## src/rtl/i2c_cmd_pkg.sv

```systemverilog
package i2c_cmd_pkg;

  typedef enum logic [2:0] {
    OP_START = 3'd0,
    OP_STOP  = 3'd1,
    OP_TXD   = 3'd2,
    OP_RXD   = 3'd3,
    OP_TXACK = 3'd4,
    OP_TXNAK = 3'd5,
    OP_RXACK = 3'd6,
    OP_RSVD  = 3'd7
  } op_e;

  localparam int TRIG_BIT = 4;

  typedef struct packed {
    logic scl_low;
    logic sda_low;
  } drive_t;

  // Line drive for a given operation and phase index within a bit slot.
  function automatic drive_t phase_drive(op_e op, logic [1:0] sub, logic dbit);
    drive_t d;
    d.scl_low = (sub != 2'd1);
    d.sda_low = 1'b0;
    case (op)
      OP_START: begin
        d.scl_low = (sub == 2'd0) || (sub == 2'd3);
        d.sda_low = (sub >= 2'd2);
      end
      OP_STOP: begin
        d.scl_low = (sub == 2'd0);
        d.sda_low = (sub != 2'd2);
      end
      OP_TXD:   d.sda_low = !dbit;
      OP_TXACK: d.sda_low = 1'b1;
      default:  d.sda_low = 1'b0;
    endcase
    return d;
  endfunction

  function automatic logic [1:0] final_sub(op_e op);
    return (op == OP_START) ? 2'd3 : 2'd2;
  endfunction

  function automatic logic is_byte_op(op_e op);
    return (op == OP_TXD) || (op == OP_RXD);
  endfunction

  function automatic logic is_slot_op(op_e op);
    return (op != OP_START) && (op != OP_STOP);
  endfunction

endpackage

```

## src/rtl/i2c_phase_timer.sv

```systemverilog
module i2c_phase_timer #(
  parameter int DIV_W = 8
) (
  input  logic             clk,
  input  logic             rst_n,
  input  logic             run,
  input  logic [DIV_W-1:0] div,
  output logic             tick
);

  logic [DIV_W-1:0] cnt_q;

  assign tick = run && (cnt_q == div);

  always_ff @(posedge clk or negedge rst_n) begin
    if (!rst_n)            cnt_q <= '0;
    else if (!run || tick) cnt_q <= '0;
    else                   cnt_q <= cnt_q + 1'b1;
  end

endmodule

```

## src/rtl/i2c_trig_regs.sv

```systemverilog
module i2c_trig_regs
  import i2c_cmd_pkg::*;
#(
  parameter int DATA_W = 8
) (
  input  logic              clk,
  input  logic              rst_n,
  input  logic              master_en,
  input  logic              reg_wr,
  input  logic [7:0]        reg_wdata,
  input  logic [DATA_W-1:0] tx_byte,
  input  logic              op_done,
  output logic [7:0]        reg_rdata,
  output logic              launch,
  output op_e               op_mode,
  output logic [DATA_W-1:0] tx_hold
);

  logic trig_q;
  logic launch_q;
  op_e  mode_q;
  logic [DATA_W-1:0] tx_q;

  logic accept, fire;
  op_e  wr_op;
  wire  unused_wbits = ^{reg_wdata[7:5], reg_wdata[3]};

  assign wr_op  = op_e'(reg_wdata[2:0]);
  assign accept = reg_wr && !trig_q;
  assign fire   = accept && reg_wdata[TRIG_BIT] && master_en && (wr_op != OP_RSVD);

  always_ff @(posedge clk or negedge rst_n) begin
    if (!rst_n) begin
      trig_q   <= 1'b0;
      launch_q <= 1'b0;
      mode_q   <= OP_START;
      tx_q     <= '0;
    end else begin
      launch_q <= 1'b0;
      if (accept) mode_q <= wr_op;
      if (fire) begin
        trig_q   <= 1'b1;
        launch_q <= 1'b1;
        tx_q     <= tx_byte;
      end else if (op_done) begin
        trig_q <= 1'b0;
      end
    end
  end

  assign reg_rdata = {3'b000, trig_q, 1'b0, mode_q};
  assign launch    = launch_q;
  assign op_mode   = mode_q;
  assign tx_hold   = tx_q;

  a_r6_rsvd_no_trigger: assert property (@(posedge clk) disable iff (!rst_n)
    (reg_wr && !trig_q && reg_wdata[2:0] == 3'd7) |=> !trig_q);

  a_r3_disabled_no_trigger: assert property (@(posedge clk) disable iff (!rst_n)
    (reg_wr && !trig_q && !master_en) |=> !trig_q);

  a_r5_busy_write_ignored: assert property (@(posedge clk) disable iff (!rst_n)
    (trig_q && !op_done) |=> ($stable(mode_q) && trig_q));

endmodule

```

## src/rtl/i2c_bit_seq.sv

```systemverilog
module i2c_bit_seq
  import i2c_cmd_pkg::*;
#(
  parameter int DATA_W = 8
) (
  input  logic              clk,
  input  logic              rst_n,
  input  logic              launch,
  input  op_e               op_in,
  input  logic [DATA_W-1:0] tx_hold,
  input  logic              tick,
  input  logic              sda_in,
  output logic              run,
  output logic              op_done,
  output logic              scl_low,
  output logic              sda_low,
  output logic [DATA_W-1:0] rx_byte,
  output logic              ack_nak
);

  localparam int BIT_W = (DATA_W > 1) ? $clog2(DATA_W) : 1;
  localparam logic [BIT_W-1:0] LAST_BIT = BIT_W'(DATA_W - 1);

  logic              run_q;
  op_e               op_q;
  logic [1:0]        sub_q;
  logic [BIT_W-1:0]  bit_q;
  logic [DATA_W-1:0] shift_q;
  logic [DATA_W-1:0] rx_sh_q;
  logic [DATA_W-1:0] rx_q;
  logic              ack_q;
  drive_t            drv_q;

  logic is_last, wrap;

  assign is_last = (sub_q == final_sub(op_q)) &&
                   (!is_byte_op(op_q) || (bit_q == LAST_BIT));
  assign wrap    = (sub_q == 2'd2) && is_slot_op(op_q);
  assign op_done = tick && is_last;

  always_ff @(posedge clk or negedge rst_n) begin
    if (!rst_n) begin
      run_q   <= 1'b0;
      op_q    <= OP_START;
      sub_q   <= 2'd0;
      bit_q   <= '0;
      shift_q <= '0;
      rx_sh_q <= '0;
      rx_q    <= '0;
      ack_q   <= 1'b0;
      drv_q   <= '0;
    end else if (launch && !run_q) begin
      run_q   <= 1'b1;
      op_q    <= op_in;
      sub_q   <= 2'd0;
      bit_q   <= '0;
      shift_q <= tx_hold;
      drv_q   <= phase_drive(op_in, 2'd0, tx_hold[DATA_W-1]);
    end else if (tick) begin
      if (sub_q == 2'd1) begin
        if (op_q == OP_RXD)   rx_sh_q <= {rx_sh_q[DATA_W-2:0], sda_in};
        if (op_q == OP_RXACK) ack_q   <= sda_in;
      end
      if (is_last) begin
        run_q <= 1'b0;
        if (op_q == OP_RXD) rx_q <= rx_sh_q;
      end else if (wrap) begin
        sub_q   <= 2'd0;
        bit_q   <= bit_q + 1'b1;
        shift_q <= {shift_q[DATA_W-2:0], 1'b0};
        drv_q   <= phase_drive(op_q, 2'd0, shift_q[DATA_W-2]);
      end else begin
        sub_q <= sub_q + 2'd1;
        drv_q <= phase_drive(op_q, sub_q + 2'd1, shift_q[DATA_W-1]);
      end
    end
  end

  assign run     = run_q;
  assign scl_low = drv_q.scl_low;
  assign sda_low = drv_q.sda_low;
  assign rx_byte = rx_q;
  assign ack_nak = ack_q;

  a_r9_sda_still_scl_high: assert property (@(posedge clk) disable iff (!rst_n)
    (run_q && is_slot_op(op_q) && !scl_low && $past(!scl_low)) |-> $stable(sda_low));

  a_r13_moves_on_boundary: assert property (@(posedge clk) disable iff (!rst_n)
    !$stable({scl_low, sda_low}) |-> $past(tick || launch));

endmodule

```

## src/rtl/i2c_cmd_engine.sv

```systemverilog
module i2c_cmd_engine
  import i2c_cmd_pkg::*;
#(
  parameter int DIV_W  = 8,
  parameter int DATA_W = 8
) (
  input  logic              clk,
  input  logic              rst_n,
  input  logic              master_en,
  input  logic [DIV_W-1:0]  phase_div,
  input  logic              reg_wr,
  input  logic [7:0]        reg_wdata,
  output logic [7:0]        reg_rdata,
  input  logic [DATA_W-1:0] tx_byte,
  output logic [DATA_W-1:0] rx_byte,
  output logic              ack_nak,
  input  logic              sda_in,
  output logic              scl_oe,
  output logic              sda_oe
);

  logic              launch, op_done, run, tick;
  op_e               op_mode;
  logic [DATA_W-1:0] tx_hold;

  i2c_trig_regs #(.DATA_W(DATA_W)) u_regs (
    .clk       (clk),
    .rst_n     (rst_n),
    .master_en (master_en),
    .reg_wr    (reg_wr),
    .reg_wdata (reg_wdata),
    .tx_byte   (tx_byte),
    .op_done   (op_done),
    .reg_rdata (reg_rdata),
    .launch    (launch),
    .op_mode   (op_mode),
    .tx_hold   (tx_hold)
  );

  i2c_phase_timer #(.DIV_W(DIV_W)) u_timer (
    .clk   (clk),
    .rst_n (rst_n),
    .run   (run),
    .div   (phase_div),
    .tick  (tick)
  );

  i2c_bit_seq #(.DATA_W(DATA_W)) u_seq (
    .clk     (clk),
    .rst_n   (rst_n),
    .launch  (launch),
    .op_in   (op_mode),
    .tx_hold (tx_hold),
    .tick    (tick),
    .sda_in  (sda_in),
    .run     (run),
    .op_done (op_done),
    .scl_low (scl_oe),
    .sda_low (sda_oe),
    .rx_byte (rx_byte),
    .ack_nak (ack_nak)
  );

endmodule

```

## config.mk

```make
export PLATFORM = sky130hd
export DESIGN_NAME = i2c_cmd_engine
export DESIGN_NICKNAME = d
export VERILOG_FILES = /design/src/rtl/i2c_cmd_pkg.sv /design/src/rtl/i2c_phase_timer.sv /design/src/rtl/i2c_trig_regs.sv /design/src/rtl/i2c_bit_seq.sv /design/src/rtl/i2c_cmd_engine.sv
export SDC_FILE = /design/constraint.sdc
export NUM_CORES = 1
export LEC_CHECK = 0
export ABC_AREA = 1
export BUFFER_PORTS_ARGS = -buffer_cell sky130_fd_sc_hd__buf_4
export CAP_MARGIN = 25
export CORE_MARGIN = 2
export CORE_UTILIZATION = 55
export DETAILED_ROUTE_END_ITERATION = 7
export GPL_TIMING_DRIVEN = 1
export PLACE_DENSITY = 0.78
export SKIP_CTS_REPAIR_TIMING = 1
export SLEW_MARGIN = 20
export SYNTH_ARGS = -nofsm -noshare
export SYNTH_HDL_FRONTEND = slang
export SYNTH_SLANG_ARGS = --single-unit
```

## constraint.sdc

```tcl
create_clock -name clk -period 2.1 [get_ports clk]
set_input_delay 0.105 -clock clk [delete_from_list [all_inputs] [get_ports clk]]
set_output_delay 0.105 -clock clk [all_outputs]
set_load 0.05 [all_outputs]
```

* Yosys cells after proc, flatten, opt, wreduce, memory -nomap -nowiden *
Index checks and enable logic that the tools add are counted.

word-level totals
  logic and storage cells = 102
  output and inout bits = 19
  register bits = 57

cells by class
  muxes and demuxes = 28
  equal/unequal tests = 19
  magnitude comparators = 1
  add/subtract/negate cells = 3
  reductions and logical operators = 35
  bitwise logic cells = 1

operator list
  operator                                                          number
  8-bit two-way mux                                                 5
  2-bit two-way mux                                                 8
  3-bit == test (second input constant)                             4
  3-bit two-way mux                                                 4
  4-bit AND reduction                                               3
  1-bit logical AND                                                 10
  3-bit by 2-bit == test with 1-bit output (second input constant)  3
  8-bit by 1-bit adder with 8-bit output (second input constant)    1
  8-bit == test                                                     1
  2-bit nonzero test                                                4
  1-bit two-way mux                                                 7
  3-bit by 1-bit == test with 1-bit output (second input constant)  2
  1-bit logical NOT                                                 6
  1-bit one-hot mux with 2 select lines                             3
  2-bit == test (second input constant)                             2
  1-bit logical OR                                                  4
  2-bit != test (second input constant)                             2
  1-bit one-hot mux with 4 select lines                             1
  2-bit AND reduction                                               2
  2-bit OR reduction                                                2
  3-bit by 1-bit adder with 3-bit output (second input constant)    1
  3-bit logical NOT                                                 1
  3-bit by 1-bit != test with 1-bit output (second input constant)  1
  3-bit != test (second input constant)                             1
  other kinds (9)                                                   9

* Longest topological paths before layout *
Gate-level depths: netlist (run 1).

  word-level depth = 8
  mapped depth = 11
  depth with buffers taken out = 11

* By module *
A second synthesis (run 1) with hierarchy kept.

unflattened totals
  cell total of the unflattened synthesis = 369
  area total of the unflattened synthesis = 3017.9 sq um

by module, submodules not included
  module           cells each  times used  area each (sq um)
  i2c_bit_seq      232         1           1878.1
  i2c_trig_regs    66          1           625.6
  i2c_phase_timer  71          1           514.2

* Worst setup path before layout (run 1) *
Ideal clock, no wire load.

  path type = reg-to-reg
  from = reg u_seq.op_q[0]
  to = reg u_seq.rx_q[0], in the netlist u_seq.rx_byte[0]
  buffers on the path = 0
  slack = 611 ps
  arrival time = 1369 ps
  stages on the path, launching flop included = 11
  path through = dfrtp_1 > inv_1 > nand3_2 > inv_1 > nand2_1 > nand2_1 > nand3_1 > nor2_4 > nand2_4 > nand2_1 > nand2_1

on the way
  word-level cells in the longest chain between the ends = 6
  elaborated cells on any way between the ends = 10
  those cells by class = 3 x eq/ne; 1 x mux; 6 x reduce/logical

RTL lines
  what                                                                RTL line                              text
  from (decl)                                                         i2c_bit_seq.sv:25                     op_e op_q;
  from (signal assigned)                                              i2c_bit_seq.sv:54                     op_q <= op_in;
  3-bit by 2-bit == test with 1-bit output, on equally long branches  i2c_cmd_pkg.sv:47, i2c_bit_seq.sv:66
  1-bit logical OR                                                    i2c_cmd_pkg.sv:47                     return (op == OP_TXD) || (op == OP_RXD);
  1-bit logical NOT                                                   i2c_bit_seq.sv:37                     (!is_byte_op(op_q) || (bit_q == LAST_BIT));
  1-bit logical OR                                                    i2c_bit_seq.sv:37
  1-bit logical AND                                                   i2c_bit_seq.sv:36                     assign is_last = (sub_q == final_sub(op_q)) &&
  4-bit AND reduction (no line) (*)                                   --
  to (signal assigned)                                                i2c_bit_seq.sv:66                     if (op_q == OP_RXD) rx_q <= rx_sh_q;
  to (decl)                                                           i2c_bit_seq.sv:30                     logic [DATA_W-1:0] rx_q;

Mark *: on every way between the ends. The rest lies on a longest branch, timed or not.
A chain may end at the register's enable or synchronous reset.

* Worst setup path in the final report (run 1) *
  from = reg u_timer.cnt_q[2]
  to = reg u_seq.shift_q[0]

on the way
  word-level cells in the longest chain between the ends = 4

RTL lines
  what                           RTL line               text
  from (decl)                    i2c_phase_timer.sv:11  logic [DIV_W-1:0] cnt_q;
  from (signal assigned)         i2c_phase_timer.sv:18  else cnt_q <= cnt_q + 1'b1;
  8-bit == test                  i2c_phase_timer.sv:13  assign tick = run && (cnt_q == div);
  1-bit logical AND              i2c_phase_timer.sv:13
  2-bit nonzero test (no line)   --
  3-bit AND reduction (no line)  --
  to (signal assigned)           i2c_bit_seq.sv:57      shift_q <= tx_hold;
  to (signal assigned)           i2c_bit_seq.sv:70      shift_q <= {shift_q[DATA_W-2:0], 1'b0};
  to (decl)                      i2c_bit_seq.sv:28      logic [DATA_W-1:0] shift_q;

Every way passes these cells.

==> flow_summary.json, run 1 <==
{
  "worst_skew_pair.late_latency_ps": 340,
  "synth_area_leaders": "dfrtp_1 (50%), nand2_1 (19%), nand3_1 (4.2%), ha_1 (3.5%), inv_1 (3.3%)",
  "arrival_ps": 2100,
  "p_leak_nw": 1.87,
  "cpPeakStageDelay_ps": 430,
  "worst_slack_ps": 228,
  "die_w_um": 76.1,
  "grt_pass1_vias": 2290,
  "cts_tree": "yes",
  "num_antenna_cells": 0,
  "ys_ff_latch": 57,
  "min_path_type": "in -> reg",
  "p_clk_share_pct": 41.9,
  "crit_chain": "xnor2_1, nand2_1, nor2_1, nand3_2, nand2_1, nand3_1, nand2_1, nand2_1",
  "critical_path.top_delay_family": "simple AND/OR/NAND/NOR gates",
  "area_growth_pct": 20.8,
  "syn-cell-area_mm2": 0.00286,
  "dp_slack_ps": 252,
  "place_congestion": 0.765,
  "clock-sinks": 57,
  "worst-path-max-fanout": 11,
  "min-delay-start": "tx_byte[1]",
  "path_depth": 8,
  "drc": 0,
  "drtPass1Iterations": 4,
  "fp.dieArea_mm2": 0.00580,
  "rrSetupSlack_ps": 230,
  "drt_iter0_markers": 81,
  "num_vias": 2401,
  "synth_seq_area_share_pct": 49.8,
  "antenna_found_initial": 0,
  "p_sw_share_pct": 22.8,
  "nNetsFinal": 446,
  "ir_worst_vdd_uv": 489,
  "setup_viol_count_final": 0,
  "gr-total-overflow": 0,
  "routed_via_density": 4.97,
  "maxCapViolations": 0,
  "htreeDepth": 3,
  "tightest_slew_ps": 696,
  "startpoint_type": "flip-flop",
  "yosys_warnings": 0,
  "syn_inst": 355,
  "fin_skew_ps": 4.71,
  "initial_core_util_pct": 56.4,
  "p_sw_mw": 0.469,
  "worst_r2r_startpoint": "u_timer.cnt_q[2]$_DFF_PN0_",
  "min_delay_path_depth": 3,
  "power_report.internal_total_mw": 1.59,
  "post-route-period-util_pct": 89.1,
  "worst_path_max_delay_cell": "dfrtp_1",
  "rsz0062_at_grt": "no",
  "cp-startpoint": "u_timer.cnt_q[2]$_DFF_PN0_",
  "p_comb_share_pct": 4.7,
  "utilization_pct": 68.2,
  "period_needed_ps": 1870,
  "violations": "negative hold slack",
  "die_h_um": 76.1,
  "max_clock_freq_mhz": 534,
  "status": "finished, violations left",
  "routed_wl_mm": 5.76,
  "numPlacedInstances": 460,
  "synth.distinct_cells": 32,
  "tns_ps": 0,
  "groute.usage.overall_pct": 21.8,
  "synth_edf_count": 0,
  "async_reset_ff_share_pct": 100,
  "relSlewSlack_pct": 53.6,
  "cts_root_buf": "clkbuf_8",
  "yosysTopAreaCell": "dfrtp_1",
  "num_io_pins": 48,
  "core_mm2": 0.00507,
  "avgRoutedWirePerCell_um": 11.9,
  "worstPathRequired_ps": 2320,
  "power_density_mw_per_mm2": 594,
  "synthesis.area_per_instance_um2": 8.06,
  "critical_path_class": "reg -> reg",
  "io_buffer_count": 39,
  "drv_slew": 0,
  "synthFlopType": "dfrtp_1",
  "end_kind": "flip-flop",
  "power_frac_seq_pct": 53.4,
  "worst_path_most_repeated_cell": "nand2_1",
  "synth_top_area_share_pct": 49.8,
  "finalHoldViolations": 1,
  "worst_hold_slack_ps": -29.4,
  "clock_path_buffers": 2,
  "final_cells": 483,
  "clkTransAtPathRegs_ps": 60,
  "drive_gt1_share_pct": 18.2,
  "grt_max_degree": 58,
  "path_buf_inv": 0,
  "grt_pass1_wl_mm": 10.1,
  "antenna_left": 0,
  "cts_made_buffers": 9,
  "std_cell_rows": 26,
  "ff2ff_path_depth": 8,
  "place_hpwl_mm": 3.81
}
## worst register-to-register path, cell delays in order (launching register included)
cell and delay, ps:
dfrtp_1 430, xnor2_1 170, nand2_1 70, nor2_1 200
nand3_2 190, nand2_1 150, nand3_1 320, nand2_1 170
nand2_1 60
## cell type report
cell class,instances,area (um2)
multi-input cells,259,1260
clock inverters,4,20.0
fillers,429,1620
repair buffers,53,418
well taps,70,87.6
clock buffers,11,141
flip-flops and latches,57,1430
inverters,29,109
## power by group through the flow
stage,registers (mW),clock network (mW),logic (mW)
global route,1.10,0.947,0.106
global placement,1.12,0,0.0837
finish,1.10,0.861,0.0957
detailed placement,1.12,0,0.0852
floorplan,1.12,0,0.0320
CTS,1.10,0.881,0.0853
## synthesized netlist by cell type, types with 3 or more instances
library cell	number
nand2_1	142
dfrtp_1	57
inv_1	25
nand3_1	24
nor2_1	22
nand4_1	12
o21ai_0	10
nor3_1	9
ha_1	8
xnor2_1	6
buf_2	5
buf_4	5
inv_2	3
## final timing paths
path,to
worst max-delay path,u_seq.shift_q[0]$_DFFE_PN0P_
worst max register to register,u_seq.shift_q[0]$_DFFE_PN0P_
min in group asynchronous,u_seq.rx_byte[3]$_DFFE_PN0P_
max in group asynchronous,u_regs.tx_hold[6]$_DFFE_PN0P_
worst min-delay path,u_regs.tx_hold[1]$_DFFE_PN0P_
worst min register to register,u_seq.rx_byte[1]$_DFFE_PN0P_
## through the flow
stage	total power, mW	instance area, um2
6_report	2.06	3460
5_1_grt	2.15	3460
4_1_cts	2.06	3380
3_5_place_dp	1.20	3220
3_3_place_gp	1.20	3220
2_1_floorplan	1.15	2870
## per-layer routing
layer	wire length, um	vias to the layer above	part of all wire, %	track usage (%)
li1	-	1222	-	-
met1	2470	1120	43	26.3
met4	82	0	1.4	7.45
met3	273	9	4.7	6.87
met2	2930	50	51	37.2
met5	0	-	0	0
## logic make-up after synthesis
logic type,after synthesis,synth area share [%]
AND/OR/NAND/NOR,221,33.6
flip-flops,57,49.8
buffers and inverters,42,6.64
AO/OA/AOI/OAI,16,3.10
adder cells (fa/ha/maj),8,3.50
XOR/XNOR,8,2.45
multiplexers,2,0.787
other,1,0.131
## placed cells by master (no fill, tap or decap), types with 8 or more instances in the layout
master,Yosys,layout
nand3_1,24,24
dlygate4sd3_1,0,8
clkbuf_8,0,10
o21ai_0,10,10
ha_1,8,8
buf_4,5,45
inv_1,25,25
nand4_1,12,12
nand2_1,142,142
dfrtp_1,57,57
nor2_1,22,22
nor3_1,9,9
## state kept, by name (all words and copies together) (netlist names)
signal          flops
u_regs.trig_q       1
u_seq.run           1
u_regs.op_mode      3
u_regs.tx_hold      8
u_seq.sda_low       1
u_seq.rx_sh_q       8
u_seq.scl_low       1
u_seq.bit_q         3
u_seq.ack_nak       1
u_regs.launch       1
u_seq.sub_q         2
u_timer.cnt_q       8
u_seq.shift_q       8
u_seq.op_q          3
u_seq.rx_byte       8
(Power assumes the default switching activity.)
==> inputs of run 2 (changes only) <==
- CORE_UTILIZATION: 55 -> 56
- CTS_CLUSTER_SIZE: unset -> 40
- PLACE_DENSITY: 0.78 -> 0.79
==> flow_summary.json, run 2 (synthesis results as in run 1) <==
{
  "status": "finished, violations left",
  "violations": "negative hold slack",
  "std_cell_rows": 26,
  "nNetsFinal": 445,
  "cts_tree": "yes",
  "routed_wl_mm": 5.56,
  "layout_commonest_cell": "nand2_1",
  "min_path_type": "in -> reg",
  "dp_slack_ps": 235,
  "cts_made_buffers": 9,
  "fin_skew_ps": 16.2,
  "initial_core_util_pct": 57.1,
  "p_sw_share_pct": 20.0,
  "startpoint_type": "flip-flop",
  "area_growth_pct": 23.4,
  "end_kind": "flip-flop",
  "grt_max_degree": 58,
  "clock-sinks": 57,
  "final_cell_area_mm2": 0.00353,
  "p_sw_mw": 0.489,
  "grt_pass1_vias": 2185,
  "fp.dieArea_mm2": 0.00570,
  "power_frac_seq_pct": 44.8,
  "clkTransAtPathRegs_ps": 60,
  "die_w_um": 75.5,
  "layout_common_cells": "nand2_1 (142), dfrtp_1 (57), buf_4 (45)",
  "place_congestion": 0.817,
  "p_comb_share_pct": 3.8,
  "htreeDepth": 3,
  "critical_path_class": "reg -> reg",
  "groute.usage.overall_pct": 21.2,
  "utilization_pct": 70.5,
  "worstPathRequired_ps": 2310,
  "tightest_slew_ps": 699,
  "finalHoldViolations": 3,
  "total_power_mw": 2.45,
  "gr-total-overflow": 0,
  "grt_pass1_wl_mm": 9.07,
  "worst_slack_ps": 257,
  "ir_worst_vdd_uv": 494,
  "arrival_ps": 2060,
  "drt_iter0_markers": 96,
  "post-route-period-util_pct": 87.8,
  "place_hpwl_mm": 3.84,
  "clock_path_buffers": 2,
  "cts_root_buf": "clkbuf_8",
  "rsz0062_at_grt": "no",
  "p_clk_share_pct": 51.3,
  "placed_area_mm2": 0.00322,
  "drive_gt1_share_pct": 18.4,
  "drc": 0,
  "num_io_pins": 48,
  "drv_slew": 0,
  "antenna_left": 0,
  "die_h_um": 75.5,
  "num_antenna_cells": 0,
  "worst-path-max-fanout": 11,
  "drtPass1Iterations": 4,
  "p_leak_nw": 1.90,
  "antenna_found_initial": 0,
  "period_needed_ps": 1840,
  "worst_skew_pair.late_latency_ps": 340,
  "num_vias": 2377,
  "power_report.internal_total_mw": 1.96,
  "worst_hold_slack_ps": -25.9,
  "io_buffer_count": 39,
  "maxCapViolations": 0,
  "avgRoutedWirePerCell_um": 11.5,
  "core_mm2": 0.00501,
  "setup_viol_count_final": 0,
  "routed_via_density": 4.92,
  "max_clock_freq_mhz": 543,
  "relSlewSlack_pct": 53.4,
  "power_density_mw_per_mm2": 693,
  "tns_ps": 0
}
run 2: power groups by stage:
stage | registers (mW) | clock network [mW] | logic [mW]
floorplan | 1.12 | 0 | 0.0320
global placement | 1.12 | 0 | 0.0834
detailed placement | 1.12 | 0 | 0.0852
CTS | 1.10 | 1.27 | 0.0855
global route | 1.10 | 1.32 | 0.104
finish | 1.10 | 1.26 | 0.0939
run 2: critical path, stage by stage (launching register included):
cell	delay, ps
dfrtp_1	410
inv_1	90
nand2_1	60
nand2_1	50
nand2_1	50
nor2_1	210
nand3_2	180
nand2_1	140
nand3_1	320
nand2_1	160
nand2_1	70
run 2: through the flow:
step | hold slack, ps | std cells
5_1_grt | 0.710 | 483
3_3_place_gp | 196 | 460
2_1_floorplan | -191 | 358
3_5_place_dp | 199 | 460
6_report | -25.9 | 483
4_1_cts | -167 | 476
run 2: path summary, 6_finish.rpt:
kind | start | to | slack, ps | depth (start not counted)
min reg2reg | u_seq.shift_q[7]$_DFFE_PN0P_ | u_seq.shift_q[7]$_DFFE_PN0P_ | 470 | 2
max in group asynchronous | rst_n | u_regs.tx_hold[6]$_DFFE_PN0P_ | 1240 | 2
max reg2reg | u_timer.cnt_q[5]$_DFF_PN0_ | u_seq.bit_q[2]$_DFFE_PN0P_ | 260 | 10
min | tx_byte[4] | u_regs.tx_hold[4]$_DFFE_PN0P_ | -30 | 3
min in group asynchronous | rst_n | u_seq.rx_byte[3]$_DFFE_PN0P_ | 360 | 2
max | u_timer.cnt_q[5]$_DFF_PN0_ | u_seq.bit_q[2]$_DFFE_PN0P_ | 260 | 10
run 2: cell type report:
class,count,area (um2)
timing repair buffer,52,408
multi-input combinational,259,1260
fill,425,1480
clock buffer,11,141
sequential,57,1430
inverter,29,109
tap,70,87.6
clock inverter,5,103
run 2: metal layers:
layer  routed length [um]  GRT usage [%]  part of all wire [%]
met5                    0              0                     0
met4                   59           8.77                   1.1
met3                  189           5.69                   3.4
met2                 2980           37.5                    53
met1                 2340           24.3                    42
